$ cat src/rtl/itmr_pkg.sv
package itmr_pkg;
    localparam int CKS_W  = 3;
    localparam int MODE_W = 3;

    localparam int BIT_EN   = 0;
    localparam int BIT_SRC  = 1;
    localparam int CKS_LSB  = 2;
    localparam int MODE_LSB = CKS_LSB + CKS_W;

    typedef struct packed {
        logic              en;
        logic              ext_src;
        logic [CKS_W-1:0]  cks;
        logic [MODE_W-1:0] mode;
    } ctrl_t;
endpackage

$ cat src/rtl/itmr_tick_gen.sv
module itmr_tick_gen #(
    parameter int CKS_W = 3
) (
    input  logic             clk,
    input  logic             rst_n,
    input  logic             run,
    input  logic             ext_src,
    input  logic [CKS_W-1:0] cks,
    input  logic             ext_in,
    output logic             tick
);
    localparam int PRE_W = (1 << CKS_W) - 1;

    typedef struct packed {
        logic [PRE_W-1:0] presc;
        logic [2:0]       sync;
    } st_t;

    st_t st_d, st_q;
    logic [PRE_W:0]   one_hot;
    logic [PRE_W-1:0] mask;
    logic             int_tick;
    logic             ext_edge;

    always_comb begin
        one_hot  = (PRE_W+1)'(1) << cks;
        mask     = PRE_W'(one_hot - 1'b1);
        int_tick = (st_q.presc & mask) == mask;
        ext_edge = st_q.sync[1] & ~st_q.sync[2];
        tick     = run & (ext_src ? ext_edge : int_tick);

        st_d      = st_q;
        st_d.sync = {st_q.sync[1:0], ext_in};
        if (!run || ext_src) begin
            st_d.presc = '0;
        end else begin
            st_d.presc = st_q.presc + 1'b1;
        end
    end

    always_ff @(posedge clk or negedge rst_n) begin
        if (!rst_n) begin
            st_q <= '0;
        end else begin
            st_q <= st_d;
        end
    end

    // an edge detector never fires on two consecutive cycles
    p_ext_single_r8: assert property (@(posedge clk) disable iff (!rst_n)
        (tick && ext_src) |=> !(tick && ext_src));

    // divide-by-one gives a tick in every running cycle
    p_div1_r7: assert property (@(posedge clk) disable iff (!rst_n)
        (run && !ext_src && cks == '0 && $past(run && !ext_src)) |-> tick);
endmodule

$ cat src/rtl/itmr_core.sv
module itmr_core #(
    parameter int CNT_W = 16
) (
    input  logic             clk,
    input  logic             rst_n,
    input  logic             run,
    input  logic             tick,
    input  logic [CNT_W-1:0] cmp_val,
    output logic [CNT_W-1:0] cnt,
    output logic             tmr_out,
    output logic             irq
);
    typedef struct packed {
        logic [CNT_W-1:0] cnt;
        logic [CNT_W-1:0] cmp_buf;
        logic             started;
        logic             out;
        logic             irq;
    } st_t;

    st_t st_d, st_q;

    always_comb begin
        st_d     = st_q;
        st_d.irq = 1'b0;
        if (!run) begin
            st_d.cnt     = '1;
            st_d.out     = 1'b0;
            st_d.started = 1'b0;
        end else if (tick) begin
            if (!st_q.started) begin
                st_d.started = 1'b1;
                st_d.cnt     = '0;
                st_d.out     = ~st_q.out;
                st_d.cmp_buf = cmp_val;
            end else if (st_q.cnt == st_q.cmp_buf) begin
                st_d.cnt     = '0;
                st_d.out     = ~st_q.out;
                st_d.irq     = 1'b1;
                st_d.cmp_buf = cmp_val;
            end else begin
                st_d.cnt = st_q.cnt + 1'b1;
            end
        end
    end

    always_ff @(posedge clk or negedge rst_n) begin
        if (!rst_n) begin
            st_q     <= '0;
            st_q.cnt <= '1;
        end else begin
            st_q <= st_d;
        end
    end

    assign cnt     = st_q.cnt;
    assign tmr_out = st_q.out;
    assign irq     = st_q.irq;

    // stopped timer settles to the idle outputs
    p_idle_r1: assert property (@(posedge clk) disable iff (!rst_n)
        !run |=> (cnt == '1 && !tmr_out && !irq));

    // start tick wraps to zero, inverts the pin, no interrupt
    p_start_r2: assert property (@(posedge clk) disable iff (!rst_n)
        (run && tick && !st_q.started) |=> (cnt == '0 && !irq && tmr_out != $past(tmr_out)));

    // no tick, no movement
    p_hold_r3: assert property (@(posedge clk) disable iff (!rst_n)
        (run && !tick && $past(run)) |=> $stable(cnt));

    // an interrupt comes with a cleared counter and an inverted pin
    p_match_r4: assert property (@(posedge clk) disable iff (!rst_n)
        irq |-> (cnt == '0 && tmr_out != $past(tmr_out)));

    // the buffer only changes on start or match ticks
    p_buf_hold_r6: assert property (@(posedge clk) disable iff (!rst_n)
        (!tick || (st_q.started && st_q.cnt != st_q.cmp_buf)) |=> $stable(st_q.cmp_buf));
endmodule

$ cat src/rtl/interval_timer.sv
module interval_timer #(
    parameter int CNT_W = 16
) (
    input  logic             clk,
    input  logic             rst_n,
    input  logic             cfg_we,
    input  logic             cfg_addr,
    input  logic [CNT_W-1:0] cfg_wdata,
    input  logic             ext_evt_in,
    output logic             tmr_out,
    output logic             match_irq,
    output logic [CNT_W-1:0] count_val
);
    import itmr_pkg::*;

    typedef struct packed {
        ctrl_t            ctrl;
        logic [CNT_W-1:0] cmp;
    } regs_t;

    regs_t regs_d, regs_q;
    logic  run;
    logic  tick;

    always_comb begin
        regs_d = regs_q;
        if (cfg_we) begin
            if (cfg_addr) begin
                regs_d.cmp = cfg_wdata;
            end else begin
                regs_d.ctrl.en      = cfg_wdata[BIT_EN];
                regs_d.ctrl.ext_src = cfg_wdata[BIT_SRC];
                regs_d.ctrl.cks     = cfg_wdata[CKS_LSB +: CKS_W];
                regs_d.ctrl.mode    = cfg_wdata[MODE_LSB +: MODE_W];
            end
        end
        run = regs_q.ctrl.en && (regs_q.ctrl.mode == '0);
    end

    always_ff @(posedge clk or negedge rst_n) begin
        if (!rst_n) begin
            regs_q     <= '0;
            regs_q.cmp <= '1;
        end else begin
            regs_q <= regs_d;
        end
    end

    itmr_tick_gen #(.CKS_W(CKS_W)) u_tick (
        .clk     (clk),
        .rst_n   (rst_n),
        .run     (run),
        .ext_src (regs_q.ctrl.ext_src),
        .cks     (regs_q.ctrl.cks),
        .ext_in  (ext_evt_in),
        .tick    (tick)
    );

    itmr_core #(.CNT_W(CNT_W)) u_core (
        .clk     (clk),
        .rst_n   (rst_n),
        .run     (run),
        .tick    (tick),
        .cmp_val (regs_q.cmp),
        .cnt     (count_val),
        .tmr_out (tmr_out),
        .irq     (match_irq)
    );

    // a non-zero mode field keeps the counter idle
    p_mode_idle_r9: assert property (@(posedge clk) disable iff (!rst_n)
        (regs_q.ctrl.mode != '0) |=> (count_val == '1 && !match_irq));
endmodule

$ cat config.mk
export PLATFORM = sky130hd
export DESIGN_NAME = interval_timer
export DESIGN_NICKNAME = d
export VERILOG_FILES = /design/src/rtl/itmr_pkg.sv /design/src/rtl/itmr_tick_gen.sv /design/src/rtl/itmr_core.sv /design/src/rtl/interval_timer.sv
export SDC_FILE = /design/constraint.sdc
export NUM_CORES = 1
export LEC_CHECK = 0
export ABC_AREA = 1
export BUFFER_PORTS_ARGS = -buffer_cell sky130_fd_sc_hd__buf_4
export CAP_MARGIN = 10
export CELL_PAD_IN_SITES_DETAIL_PLACEMENT = 1
export CELL_PAD_IN_SITES_GLOBAL_PLACEMENT = 1
export CORE_UTILIZATION = 47
export DETAILED_ROUTE_END_ITERATION = 12
export PLACE_DENSITY_LB_ADDON = 0.1
export SYNTH_ARGS = -nofsm -noshare
export SYNTH_HDL_FRONTEND = slang
export SYNTH_SLANG_ARGS = --single-unit
$ cat constraint.sdc
create_clock -name clk -period 4.35 [get_ports clk]
set_input_delay 0.6525 -clock clk [delete_from_list [all_inputs] [get_ports clk]]
set_output_delay 0.6525 -clock clk [all_outputs]
set_load 0.01 [all_outputs]
Word level (Yosys, flattened, before mapping)
Cells that the tools add are included.
{"block": "totals", "regBits": 69, "inputBits": 21, "output_inout_bits": 18, "elab_cells": 47}
{"block": "classes", "add_sub_neg": 3, "eq_ne": 5, "n_shift": 1, "n_mux": 12, "n_bitwise": 6, "reduce_logical": 8}
{"operator": "two-way mux 16 bit", "count": 3}
{"operator": "two-way mux 35 bit", "count": 1}
{"operator": "two-way mux 32 bit", "count": 1}
{"operator": "adder 16 x 1 -> 16 bit, second input constant", "count": 1}
{"operator": "== test 16 bit", "count": 1}
{"operator": "adder 7 x 1 -> 7 bit, second input constant", "count": 1}
{"operator": "bitwise AND 7 bit", "count": 1}
{"operator": "== test 7 bit", "count": 1}
{"operator": "two-way mux 7 bit", "count": 1}
{"operator": "left shift 1 x 3 -> 7 bit, first input constant", "count": 1}
{"operator": "subtractor 7 x 1 -> 7 bit, second input constant", "count": 1}
{"operator": "AND reduction 2 bit", "count": 3}
{"operator": "two-way mux 1 bit", "count": 4}
{"operator": "two-way mux 2 bit", "count": 2}
{"operator": "inequality test 2 bit, second input constant", "count": 2}
{"operator": "logical NOT 3 bit", "count": 1}
{"operator": "inequality test 3 bit, second input constant", "count": 1}
{"operator": "NOT 1 bit", "count": 3}
{"operator": "AND reduction 3 bit", "count": 1}
{"operator": "bitwise AND 1 bit", "count": 2}
{"operator": "logical AND 1 bit", "count": 1}
{"operator": "logical NOT 1 bit", "count": 1}
{"operator": "logical OR 1 bit", "count": 1}

Logic depth before layout (Yosys ltp)
Gate-level depths: netlist (run 1).
{"block": "depth", "word_depth": 8, "ltp_mapped": 12}

Cells and area by module
From an unflattened synthesis (run 1), not the netlist that was laid out.
{"block": "hier_totals", "cells_unflattened": 470, "hier_area_um2": 3703.6}
{"mod": "itmr_core", "instances": 1, "cells_each": 298, "area_per_inst_um2": 2154.6}
{"mod": "interval_timer", "instances": 1, "cells_each": 109, "area_per_inst_um2": 1024.7}
{"mod": "itmr_tick_gen", "instances": 1, "cells_each": 63, "area_per_inst_um2": 524.3}

Worst setup path before layout (run 1)
Ideal clock, no wire load.
{"block": "synth_timing", "path_kind": "register to register", "start": "reg, netlist name u_core.cnt[0]", "end": "reg, netlist name u_core.cnt[10]", "arrival_time_ns": 1.554, "slack_ns": 2.723, "stages_incl_launch_ff": 12, "synth_period_minus_slack_ns": 1.627, "path_cell_list": "dfstp_2 -> ha_1 -> nand2_1 -> nor2_2 -> nand2_1 -> nor2_1 -> nand2_1 -> nand2_1 -> nand2_1 -> clkinv_1 -> nand3_1 -> a21oi_1"}
{"block": "synth_via", "elab_chain_len": 5, "elab_cells_between_ends": 6}
{"element": "adder 16 x 1 -> 16 bit or == test 16 bit (tied branches)", "line_no": "itmr_core.sv:42, itmr_core.sv:36"}
{"element": "two-way mux 16 bit (*)", "line_no": "itmr_core.sv:36", "rtl": "end else if (st_q.cnt == st_q.cmp_buf) begin"}
{"element": "two-way mux 32 bit (*)", "line_no": "itmr_core.sv:31", "rtl": "if (!st_q.started) begin"}
{"element": "two-way mux 35 bit (*)", "line_no": "itmr_core.sv:30", "rtl": "end else if (tick) begin"}
{"element": "two-way mux 16 bit (*)", "line_no": "itmr_core.sv:26", "rtl": "if (!run) begin"}
Every way passes the cells marked *; elsewhere a longest branch is shown, timed or not. The select of a mux whose other input is x is not followed.
A chain may end at the register's enable or synchronous reset.

Worst setup path in the final report (run 1)
{"block": "layout_timing", "start": "reg regs_q[19]", "end": "reg u_core.st_q[13] (netlist bit)"}
{"block": "layout_via", "elab_chain_len": 7}
{"element": "start, declared", "line_no": "interval_timer.sv:21", "rtl": "regs_t regs_d, regs_q;"}
{"element": "start signal, assigned", "line_no": "interval_timer.sv:45", "rtl": "regs_q <= regs_d;"}
{"element": "left shift 1 x 3 -> 7 bit (*)", "line_no": "itmr_tick_gen.sv:26", "rtl": "one_hot = (PRE_W+1)'(1) << cks;"}
{"element": "subtractor 7 x 1 -> 7 bit (*)", "line_no": "itmr_tick_gen.sv:27", "rtl": "mask = PRE_W'(one_hot - 1'b1);"}
{"element": "bitwise AND 7 bit", "line_no": "itmr_tick_gen.sv:28", "rtl": "int_tick = (st_q.presc & mask) == mask;"}
{"element": "== test 7 bit (*)", "line_no": "itmr_tick_gen.sv:28"}
{"element": "two-way mux 1 bit (*)", "line_no": "itmr_tick_gen.sv:30", "rtl": "tick = run & (ext_src ? ext_edge : int_tick);"}
{"element": "bitwise AND 1 bit (*)", "line_no": "itmr_tick_gen.sv:30"}
{"element": "AND reduction 3 bit (no source line) (*)"}
{"element": "end signal, assigned", "line_no": "itmr_core.sv:52", "rtl": "st_q <= st_d;"}
{"element": "end, declared", "line_no": "itmr_core.sv:21", "rtl": "st_t st_d, st_q;"}
Every way passes the cells marked *; elsewhere a longest branch is shown, timed or not.

==> results.toml, run 1 <==
[logic_synthesis]
yosys-mux-area-fraction = 0.0246
synth-edff-count = 0
synth_compound_area_frac = 0.0556
async_reset_ff_frac = 1.00
yosys_warnings = 0
syn_area_um2 = 3670
ys_ff_latch = 69
synthAdderAreaFrac = 0.00682
synth_top_family_by_area = "simple AND/OR/NAND/NOR gates"
synthSimpleGateAreaFrac = 0.307
ys.flop_type = "dfrtp_1"
syn_nets = 493
syn_inst = 470
syn_avg_cell_area_um2 = 7.81
synth_cell_type_count = 29
synth-xor-area-share = 0.0191
yosysSeqAreaShare = 0.482

[global_routing]
grt_pass1_wl_um = 15100
grt_util_met1 = 0.290
antenna_found_initial = 0
track_usage = 0.236
top_usage_layer = "met2"
gr-total-overflow = 0
grt_use_met3 = 0.0463
grt_pass1_vias = 3138
grt_use_met2 = 0.413
grt_max_degree = 70

[setup_path]
path_delay_family = "simple AND/OR/NAND/NOR gates"
arrival_ns = 2.57
crit_fanout = 32
crit_chain = "or2_1 > nand2_1 > nand2_1 > nor2_2 > nand2_2 > a21oi_4 > nand2_4 > nand2_1 > nand2_1"
worst_r2r_startpoint = "regs_q[19]"
end_kind = "register"
max_stage_delay_ns = 0.71
cpMostUsedCell = "nand2_1"
r2r_end = "u_core.st_q[13]"
critical_path_class = "register to register"
cpMaxStageDelayCell = "a21oi_4"
r2r_cells = 9
required_ns = 4.58
path_buf_inv = 0
crit_path_start = "regs_q[19]"
start_kind = "register"
r2r_slack_ns = 2.01

[layout]
multi_input_area_um2 = 1510
nets = 514
final_util = 0.556
syn2layout_area_growth_pct = 12.2
filler_cell_count = 926
num_antenna_cells = 0
layout-drive-gt1-share = 0.234
regArea_um2 = 1770
finish.instance_area_um2 = 4120

[power_and_ir_drop]
powerDensity_nw_per_um2 = 439
leakagePower_nw = 2.12
peakVddDrop_mv = 0.206
power.total_mw = 1.81

[hold_path]
holdPathEnd = "u_tick.st_d[2]"
hold_class = "register to register"
min_delay_path_depth = 0
hp-start = "u_tick.st_d[1]"

[placement]
portBuffers = 38
hpwl_um = 6300
gp_congestion = 0.813
dpl_cell_area_um2 = 3890

[clock_network]
postCtsHoldBufs = 0
cts_sinks = 69
cts_tree = "yes"
htree_levels = 3
root_buffer = "clkbuf_8"
clock_latency_ns = 0.35
ctsResizeCount = 0
clockBufferDepth = 2
clk_pin_slew_worst_paths_ns = 0.08
post_cts_buffers = 0
cts-buffers-inserted = 9

[timing]
fin_skew_ns = 0.0127
fmax_ghz = 0.428
holdWs_ns = 0.383
finalMaxSlewViolations = 0
rsz0062_at_grt = "false"
tightest_slew_ns = 0.876
fin_tns_setup_ns = 0
setup_viol = 0
max_slew_margin = 0.415
hold_viol = 0
min_period_ns = 2.34
timing.final.crit_share = 0.538

[floorplan]
start_util = 0.495
fp.dieW_um = 90.3
die-area_um2 = 8160
fp-row-count = 31
io-pin-count = 39
die_y_um = 90.3
core_region_area_um2 = 7410

[routing]
vias = 3069
drtPass1Iterations = 4
drtIter0Drc = 101
drc = 0
antenna_left = 0
wl_per_cell_um = 14.9
via_per_inst = 5.16
routed_wl_um = 8860

[run_status]
status = "completed"

[run]
drv_cap = 0
==> logic make-up after synthesis <==
kind of cell | Yosys count
compound gates | 38
xor+xnor | 8
buf+inv | 82
flops | 69
fa+ha+maj | 2
mux | 8
simple gates | 263
==> placed cells by master, fill, tap and decap left out, types with 2 or more instances in the layout <==
master	count
nor2_2	3
o21ai_0	18
nand2_1	150
nor3_1	9
xor2_1	8
nand3_2	2
nand4_1	3
dfstp_2	32
clkinvlp_4	2
dfrtp_1	37
a21oi_1	18
buf_4	38
clkbuf_8	10
inv_1	40
bufinv_16	2
inv_2	13
ha_1	2
nand2_2	2
nand3_1	32
nor3b_1	2
nor2_1	49
nand3b_1	7
nand2_4	2
mux2_2	8
==> worst register-to-register path, cell delays in order, from the launching register on <==
cell	delay (ns)
dfrtp_1	0.42
or2_1	0.24
nand2_1	0.08
nand2_1	0.06
nor2_2	0.09
nand2_2	0.09
a21oi_4	0.71
nand2_4	0.28
nand2_1	0.16
nand2_1	0.08
==> worst max path at each step <==
stage / to / slack (ns) / cells past startpoint
finish: u_core.st_q[13] / 2.01 / 9
global route: u_core.st_q[13] / 1.80 / 9
global placement: u_core.st_q[14] / 2.23 / 9
floorplan: u_core.cnt[10] / 2.72 / 11
detailed placement: u_core.st_q[13] / 2.06 / 9
CTS: u_core.st_q[13] / 1.99 / 9
==> Yosys cell counts, drive strengths merged (2+ instances only) <==
cell	n	area [µm²]
a21oi	19	106
buf	23	166
clkbuf	5	18.8
dfrtp	37	926
dfstp	32	841
ha	2	25.0
inv	53	199
mux2	8	90.1
nand2	154	598
nand3	34	180
nand3b	7	52.6
nand4	3	18.8
nor2	52	203
nor3	9	45.0
nor3b	2	15.0
o21ai	18	90.1
xor2	8	70.1
==> registers in the layout, indices dropped and copies added, names as in the netlist <==
register	flops
regs_q	24
u_core.cnt	16
u_core.irq	1
u_core.st_q	17
u_core.tmr_out	1
u_tick.st_d	2
u_tick.st_q	8
==> final cells by class <==
| type | count | share of cell area |
|---|---|---|
| inverter | 54 | 0.0492 |
| clock inverter | 5 | 0.0204 |
| clock buffer | 11 | 0.0343 |
| multi-input combinational | 319 | 0.368 |
| timing repair buffer | 38 | 0.0693 |
| sequential | 69 | 0.429 |
| tap | 99 | 0.0301 |
==> report_power, final <==
group	internal, mW	switching, mW	total, mW
clock	0.340	0.253	0.593
sequential	0.764	0.0951	0.859
combinational	0.145	0.211	0.356
==> through the flow <==
step / std cells / worst slack, ns
floorplan: 470 / 2.72
global placement: 579 / 2.23
detailed placement: 579 / 2.06
CTS: 595 / 1.99
global route: 595 / 1.80
finish: 595 / 2.01
==> per-layer routing <==
metal  vias to the layer above  share of wire
met4                         0          0.012
li1                       1494              -
met3                         9          0.022
met1                      1524           0.45
met5                         -              0
met2                        42           0.51
Note: power is estimated with default switching activity, not from simulation.
==> run 2, diff against run 1 <==
--- a/config.mk
+++ b/config.mk
@@ -10,7 +10,7 @@
 export CAP_MARGIN = 10
 export CELL_PAD_IN_SITES_DETAIL_PLACEMENT = 1
 export CELL_PAD_IN_SITES_GLOBAL_PLACEMENT = 1
-export CORE_UTILIZATION = 47
+export CORE_UTILIZATION = 39
 export DETAILED_ROUTE_END_ITERATION = 12
 export PLACE_DENSITY_LB_ADDON = 0.1
 export SYNTH_ARGS = -nofsm -noshare
==> constraint.sdc (replaced) <==
create_clock -name clk -period 1.9 [get_ports clk]
set_input_delay 0.285 -clock clk [delete_from_list [all_inputs] [get_ports clk]]
set_output_delay 0.285 -clock clk [all_outputs]
set_load 0.01 [all_outputs]
==> run 2 against run 1 <==
  * Power up 120%
  * Clock skew rose by 0.0014 ns
  * Largest power group unchanged
  * Non-clock buffer count increased by 19
==> results.toml, run 2 (same netlist as run 1, synthesis figures left out) <==
[setup_path]
max_stage_delay_ns = 0.41
arrival_ns = 2.01
end_kind = "register"
critical_path_class = "register to register"
crit_chain = "or2_1 > nand2_1 > nand2_1 > nor2_2 > nand2_2 > a21oi_4 > nand2_4 > nand2_1 > nand2_1"
r2r_slack_ns = 0.12
cpMostUsedCell = "nand2_1"
required_ns = 2.13
r2r_end = "u_core.st_q[5]"
cpMaxStageDelayCell = "dfrtp_1"
path_buf_inv = 0
path_delay_family = "simple AND/OR/NAND/NOR gates"
start_kind = "register"
worst_r2r_startpoint = "regs_q[19]"
r2r_cells = 9
crit_fanout = 18

[routing]
wl_per_cell_um = 14.2
drc = 0
vias = 3052
drtIter0Drc = 100
drtPass1Iterations = 4
via_per_inst = 4.88
antenna_left = 0
routed_wl_um = 8910

[run_status]
status = "completed"

[timing]
timing.final.crit_share = 0.937
hold_viol = 0
setup_viol = 0
holdWs_ns = 0.0468
fin_skew_ns = 0.0142
fin_tns_setup_ns = 0
max_slew_margin = 0.646
fmax_ghz = 0.562
rsz0062_at_grt = "true"
tightest_slew_ns = 0.531
min_period_ns = 1.78
finalMaxSlewViolations = 0

[power_and_ir_drop]
powerDensity_nw_per_um2 = 927
power.total_mw = 4.00
leakagePower_nw = 2.22
peakVddDrop_mv = 0.386

[global_routing]
grt_max_degree = 41
gr-total-overflow = 0
grt_pass1_wl_um = 14900
grt_pass1_vias = 3102
antenna_found_initial = 0
track_usage = 0.197

[clock_network]
clk_pin_slew_worst_paths_ns = 0.08
clockBufferDepth = 2
htree_levels = 3
cts_tree = "yes"
cts-buffers-inserted = 9
cts_sinks = 69
root_buffer = "clkbuf_8"
clock_latency_ns = 0.35

[floorplan]
fp.dieW_um = 99.0
die_y_um = 99.0
start_util = 0.399
core_region_area_um2 = 9200
die-area_um2 = 9800
fp-row-count = 35
io-pin-count = 39

[placement]
portBuffers = 38
hpwl_um = 6850
gp_congestion = 0.810

[layout]
mostFrequentLayoutCells = "149 x nand2_1, 52 x buf_4, 48 x nor2_1"
filler_cell_count = 1156
num_antenna_cells = 0
multi_input_area_um2 = 1550
syn2layout_area_growth_pct = 17.7
largestRegisters = "regs_q (24), u_core.st_q (17), u_core.cnt (16)"
top_register = "regs_q"
nets = 533
layout-drive-gt1-share = 0.264
regArea_um2 = 1770
largest_reg_flops = 24
final_common_cell = "nand2_1"

[run]
drv_cap = 0

[hold_path]
min_delay_path_depth = 1
hp-start = "ext_evt_in"
hold_class = "input pin to register"
holdPathEnd = "u_tick.st_d[1]"
-- run 2: changes by cell type in the layout (fill, tap and decap cells not counted), moves of 2 or more --
cell / delta
buf_4: +14
clkbuf_1: +2
clkinvlp_4: -2
clkinv_2: +2
buf_12: +4
-- run 2: how the worst max path moves through the flow --
| stage | start | end | slack (ns) | cells past startpoint |
|---|---|---|---|---|
| 4_1_cts | u_core.cnt[0] | u_core.cnt[10] | 0.04 | 11 |
| 5_1_grt | regs_q[19] | u_core.st_q[13] | -0.002 | 9 |
| 3_5_place_dp | u_core.cnt[0] | u_core.cnt[10] | 0.06 | 11 |
| 3_3_place_gp | u_core.cnt[0] | u_core.st_q[14] | 0.10 | 11 |
| 6_report | regs_q[19] | u_core.st_q[5] | 0.12 | 9 |
| 2_1_floorplan | u_core.cnt[0] | u_core.cnt[10] | 0.27 | 11 |
-- run 2: metrics by stage --
step	util	instance area, µm²	instances	worst slack (ns)
2_1_floorplan	-	3670	470	0.273
3_3_place_gp	0.442	4070	607	0.102
3_5_place_dp	0.442	4070	607	0.0608
4_1_cts	0.463	4260	624	0.0353
5_1_grt	0.470	4320	626	-0.00202
6_report	0.470	4320	626	0.120
-- run 2: area by class of cell --
class / count / area share
Clock inverter: 4 / 0.0113
Sequential cell: 69 / 0.409
Inverter: 54 / 0.0469
Multi-Input combinational cell: 319 / 0.358
Timing Repair Buffer: 57 / 0.111
Clock buffer: 12 / 0.0313
Tap cell: 111 / 0.0322
-- run 2: timing repair --
item                                    4_1_cts  5_1_grt
hold endpoints to repair                     24        0
hold buffers                                  1        0
buffers inserted                              0        2
resized for setup                             0        6
endpoints found under the setup margin        0       21
-- run 2: power breakdown --
| part | leakage (nW) | switching (mW) | internal, mW |
|---|---|---|---|
| registers | 0.819 | 0.222 | 1.75 |
| clock network | 0.0943 | 0.559 | 0.606 |
| logic | 1.31 | 0.492 | 0.374 |
| total | 2.22 | 1.27 | 2.73 |
-- run 2: layer usage --
metal  routed length, µm  GRT usage  vias to the layer above  part of all wire
met4                 114     0.0666                        0             0.013
met5                   0          0                        -                 0
met1                4230      0.253                     1466              0.47
met3                 199     0.0390                        9             0.022
met2                4370      0.334                       35              0.49
li1                    -          -                     1542                 -
